### src/rtl/bcnt_pkg.sv
package bcnt_pkg;

   // Operation chosen for the coming edge, lowest priority first
   typedef enum logic [1:0] {
      ST_HOLD = 2'd0,
      ST_STEP = 2'd1,
      ST_LOAD = 2'd2
   } step_e;

endpackage

### src/rtl/bcnt_mode_dec.sv
module bcnt_mode_dec
   import bcnt_pkg::*;
(
   input  logic  load_ni,
   input  logic  cnt_en_i,
   input  logic  chain_en_i,
   output step_e op_o
);

   // Load outranks counting; counting outranks holding
   always_comb begin
      if (!load_ni)                     op_o = ST_LOAD;
      else if (cnt_en_i && chain_en_i)  op_o = ST_STEP;
      else                              op_o = ST_HOLD;
   end

endmodule

### src/rtl/bcnt_incr.sv
module bcnt_incr #(
   parameter int W         = 4,
   parameter bit LOOKAHEAD = 1'b1
) (
   input  logic [W-1:0] cur_i,
   output logic [W-1:0] nxt_o,
   output logic         full_o
);

   logic [W-1:0] tgl;

   // The lowest bit always toggles on a step
   assign tgl[0] = 1'b1;

   generate
      if (LOOKAHEAD) begin : g_look
         // Each toggle term is a wide AND of every lower bit
         for (genvar i = 1; i < W; i++) begin : g_bit
            assign tgl[i] = &cur_i[i-1:0];
         end
      end else begin : g_serial
         // Each toggle term extends the previous one by one gate
         for (genvar i = 1; i < W; i++) begin : g_bit
            assign tgl[i] = tgl[i-1] & cur_i[i-1];
         end
      end
   endgenerate

   assign nxt_o  = cur_i ^ tgl;
   assign full_o = tgl[W-1] & cur_i[W-1];

endmodule

### src/rtl/bcnt_bank.sv
module bcnt_bank
   import bcnt_pkg::*;
#(
   parameter int W = 4
) (
   input  logic         clk_i,
   input  logic         clear_ni,
   input  step_e        op_i,
   input  logic [W-1:0] load_val_i,
   input  logic [W-1:0] step_val_i,
   output logic [W-1:0] q_o
);

   logic [W-1:0] d;

   always_comb begin
      unique case (op_i)
         ST_LOAD: d = load_val_i;
         ST_STEP: d = step_val_i;
         default: d = q_o;
      endcase
   end

   always_ff @(posedge clk_i or negedge clear_ni) begin
      if (!clear_ni) q_o <= '0;
      else           q_o <= d;
   end

endmodule

### src/rtl/sync_count_stage.sv
module sync_count_stage
   import bcnt_pkg::*;
#(
   parameter int WIDTH     = 4,
   parameter bit LOOKAHEAD = 1'b1
) (
   input  logic             clk_i,
   input  logic             clear_ni,
   input  logic             load_ni,
   input  logic [WIDTH-1:0] data_i,
   input  logic             cnt_en_i,
   input  logic             chain_en_i,
   output logic [WIDTH-1:0] count_o,
   output logic             carry_o
);

   localparam int MaxWidth = 64;

   generate
      if (WIDTH < 1 || WIDTH > MaxWidth) begin : g_bad_width
         $error("sync_count_stage: WIDTH out of range");
      end
   endgenerate

   step_e            op;
   logic [WIDTH-1:0] step_val;
   logic             full;

   bcnt_mode_dec u_dec (
      .load_ni    (load_ni),
      .cnt_en_i   (cnt_en_i),
      .chain_en_i (chain_en_i),
      .op_o       (op)
   );

   bcnt_incr #(.W(WIDTH), .LOOKAHEAD(LOOKAHEAD)) u_incr (
      .cur_i  (count_o),
      .nxt_o  (step_val),
      .full_o (full)
   );

   bcnt_bank #(.W(WIDTH)) u_bank (
      .clk_i      (clk_i),
      .clear_ni   (clear_ni),
      .op_i       (op),
      .load_val_i (data_i),
      .step_val_i (step_val),
      .q_o        (count_o)
   );

   // Terminal count: no register, so the next stage sees it in the same cycle
   assign carry_o = chain_en_i & full;

endmodule

### config.mk
export PLATFORM = sky130hd
export DESIGN_NAME = sync_count_stage
export DESIGN_NICKNAME = d
export VERILOG_FILES = /design/src/rtl/bcnt_pkg.sv /design/src/rtl/bcnt_mode_dec.sv /design/src/rtl/bcnt_incr.sv /design/src/rtl/bcnt_bank.sv /design/src/rtl/sync_count_stage.sv
export SDC_FILE = /design/constraint.sdc
export NUM_CORES = 1
export LEC_CHECK = 0
export BUFFER_PORTS_ARGS = -buffer_cell sky130_fd_sc_hd__clkbuf_2
export CAP_MARGIN = 20
export CORE_AREA = 2 2 39 41
export DETAILED_ROUTE_END_ITERATION = 12
export DIE_AREA = 0 0 41 43
export GPL_TIMING_DRIVEN = 0
export SLEW_MARGIN = 20
export SYNTH_ARGS = -nofsm -noshare
export SYNTH_HDL_FRONTEND = slang
export SYNTH_SLANG_ARGS = --single-unit
### constraint.sdc
create_clock -name clk_i -period 1.2 [get_ports clk_i]
set_clock_uncertainty 0.05 [all_clocks]
set_input_delay 0.12 -clock clk_i [delete_from_list [all_inputs] [get_ports clk_i]]
set_output_delay 0.12 -clock clk_i [all_outputs]
set_load 0.05 [all_outputs]
==> flow_summary.toml <==
[placed_design]
post-place-ws_ns = -0.221
place.gp.congestion = 0.581
io_buffers = 10

[sta]
fin_ws_ns = -0.398
max_slew_margin_pct = 78.7
final_hold_viol_count = 0
slew_violations = 0
max_freq_ghz = 0.626
post-route-min-period_ns = 1.60
finalCritPeriodShare_pct = 133
setup_violations = 2
rsz0062_at_grt = "yes"
tightest_slew_ns = 0.319
hold_ws_ns = 0.0600

[setup_path]
required_ns = 1.03
crit_chain = "ha_4 -> ha_4 -> ha_4 -> and2_4 -> clkbuf_16"
critical_path_class = "flip-flop to output port"
cp-end-kind = "output port"
slowest_delay_ns = 0.41
cp_max_fo = 2
arrival_ns = 1.43
worst_setup_path_start_kind = "flip-flop"
path_common_cell = "ha_4"
cp_num_buf_inv = 1
cp_slowest_cell = "dfrtp_2"
critPathTopFamily = "adder cells"

[global_route]
grt_max_degree = 10
grtUsageTotal_pct = 8.73
grt_pass1_wl_microns = 945
overflow = 0
grt_pass1_vias = 227
antenna_found_initial = 0

[logic_synthesis]
ys_warn_count = 0
synth_cells = 27
netlist_area_sq_um = 269
avgSynthCellArea_sq_um = 9.96
synthMuxAreaShare_pct = 0
synth-adder-area-share_pct = 14.0
yosys.area_share.simple_pct = 16.3
ys_types = 11
synth_compound_gate_area_share_pct = 24.2
yosysSeqAreaShare_pct = 37.2
synthXorXnorAreaFrac_pct = 0
synth_nets = 39
synth_top_family_by_area = "compound AO/OA/AOI/OAI gates"
synth.ff_latch_count = 4

[routing]
drt_iter0_drc = 4
wire_per_inst_microns = 11.4
drt-total-wl_microns = 682
drc = 0
drt_first_pass_iters = 2
detail-route-antenna-nets = 0
vias = 262
via_per_inst = 4.37

[flow_run]
cap_violations = 0

[die]
core_area_sq_mm = 0.00138
die_w_microns = 41
std_cell_rows = 14
ios = 14
initial_core_util_pct = 19.4
dieArea_sq_mm = 0.00176
die_h_microns = 43

[hold_path]
hold_class = "input port to flip-flop"

[layout]
nets = 57
fin_util_pct = 33.6
regMostFlops = "u_bank.q_o"
drive_gt1_share_pct = 56.8
diodes = 0
final_common_cell = "clkbuf_2"
reg_top3 = "u_bank.q_o (4)"
nFillCells = 144
area_growth_pct = 73.0
layout_common_cells = "clkbuf_2, a21bo_1, nor2_1, a31oi_1, clkbuf_4"
largest_reg_flops = 4

[power_and_ir_drop]
pwr-share-clk_pct = 34.7
power.share.switching_pct = 35.3
peakVddDrop_mv = 0.443
switching_power_uw = 202
combinationalPowerShare_pct = 35.8
leakagePower_nw = 0.211
p_per_area_mw_per_mm2 = 1230
p_int_uw = 370
seq_power_share_pct = 29.5

[clock_network]
cts-buffers-inserted = 3
cts_tree = "yes"
clockBufferDepth = 2
htree_levels = 1
root_buffer = "clkbuf_4"
clk_pin_slew_worst_paths_ns = 0.05
cts_num_sinks = 4
clock_latency_ns = 0.24

[run_status]
violations = "negative setup slack"
outcome = "finished with violations"
## metal layers
metal	vias to the layer above	GRT usage [%]	part of all wire [%]
met2	14	12.2	44
met5	-	0	0
met3	0	8.38	12
li1	131	-	-
met1	117	8.36	44
met4	0	4.00	0
## Yosys cell counts
master	number	area (sq um)
a21bo_1	4	40.0
and2_1	1	6.26
ha_1	3	37.5
nand3b_1	1	7.51
nor2_1	4	15.0
a31oi_1	4	25.0
buf_6	1	11.3
buf_4	1	7.51
nand3_1	3	15.0
dfrtp_1	4	100
clkbuf_1	1	3.75
## power by group through the flow
stage                     clock [mW]  sequential (mW)  combinational [mW]
after global routing           0.212            0.171               0.224
after global placement             0            0.173               0.176
after detailed placement           0            0.174               0.178
after CTS                      0.207            0.169               0.202
after floorplan                    0            0.223              0.0867
final                          0.198            0.169               0.205
## per-stage QoR
stage                     power, mW  cell area (sq um)  cells  setup TNS (ns)
final                         0.572                465     60          -0.516
after global routing          0.606                465     60          -0.646
after CTS                     0.579                460     60          -0.546
after detailed placement      0.352                387     53          -0.349
after global placement        0.348                387     53          -0.335
after floorplan               0.310                317     27          -0.506
## repair_timing
item / 4_1_cts / 5_1_grt
setup buffers: 2 / 0
hold endpoints to repair: 4 / 0
hold buffers: 1 / 0
resized for setup: 4 / 2
endpoints found under the setup margin: 3 / 4
pin swaps: 3 / 3
## path summary, 6_finish.rpt
kind	from	to	slack (ns)	cells after the start
min in group asynchronous	clear_ni	u_bank.q_o[2]	0.17	2
min reg2reg	u_bank.q_o[0]	u_bank.q_o[0]	0.64	3
max reg2reg	u_bank.q_o[1]	u_bank.q_o[3]	-0.12	5
max in group asynchronous	clear_ni	u_bank.q_o[1]	0.78	2
max	u_bank.q_o[1]	carry_o	-0.40	5
min	data_i[3]	u_bank.q_o[3]	0.06	3
## kinds of logic (layout without fill, tap and decap cells)
kind of cell | after synthesis | after routing
DFF | 4 | 4
buffers and inverters | 3 | 20
adders and majority gates | 3 | 3
and+or+nand+nor | 9 | 9
AOI/OAI and AO/OA | 8 | 8
## worst min-delay path: stages
cell	delay, ns
clkbuf_2	0.08
nor2_1	0.07
a31oi_1	0.04
## cell type report
type | instances | area, sq um | share of cell area (%)
timing repair buffer | 13 | 97.6 | 21.0
clock buffer | 4 | 26.3 | 5.65
multi-input combinational | 20 | 196 | 42.2
buffer | 3 | 22.5 | 4.84
tap | 16 | 20.0 | 4.30
sequential | 4 | 103 | 22.0
Power figures use the tool's default switching activity.
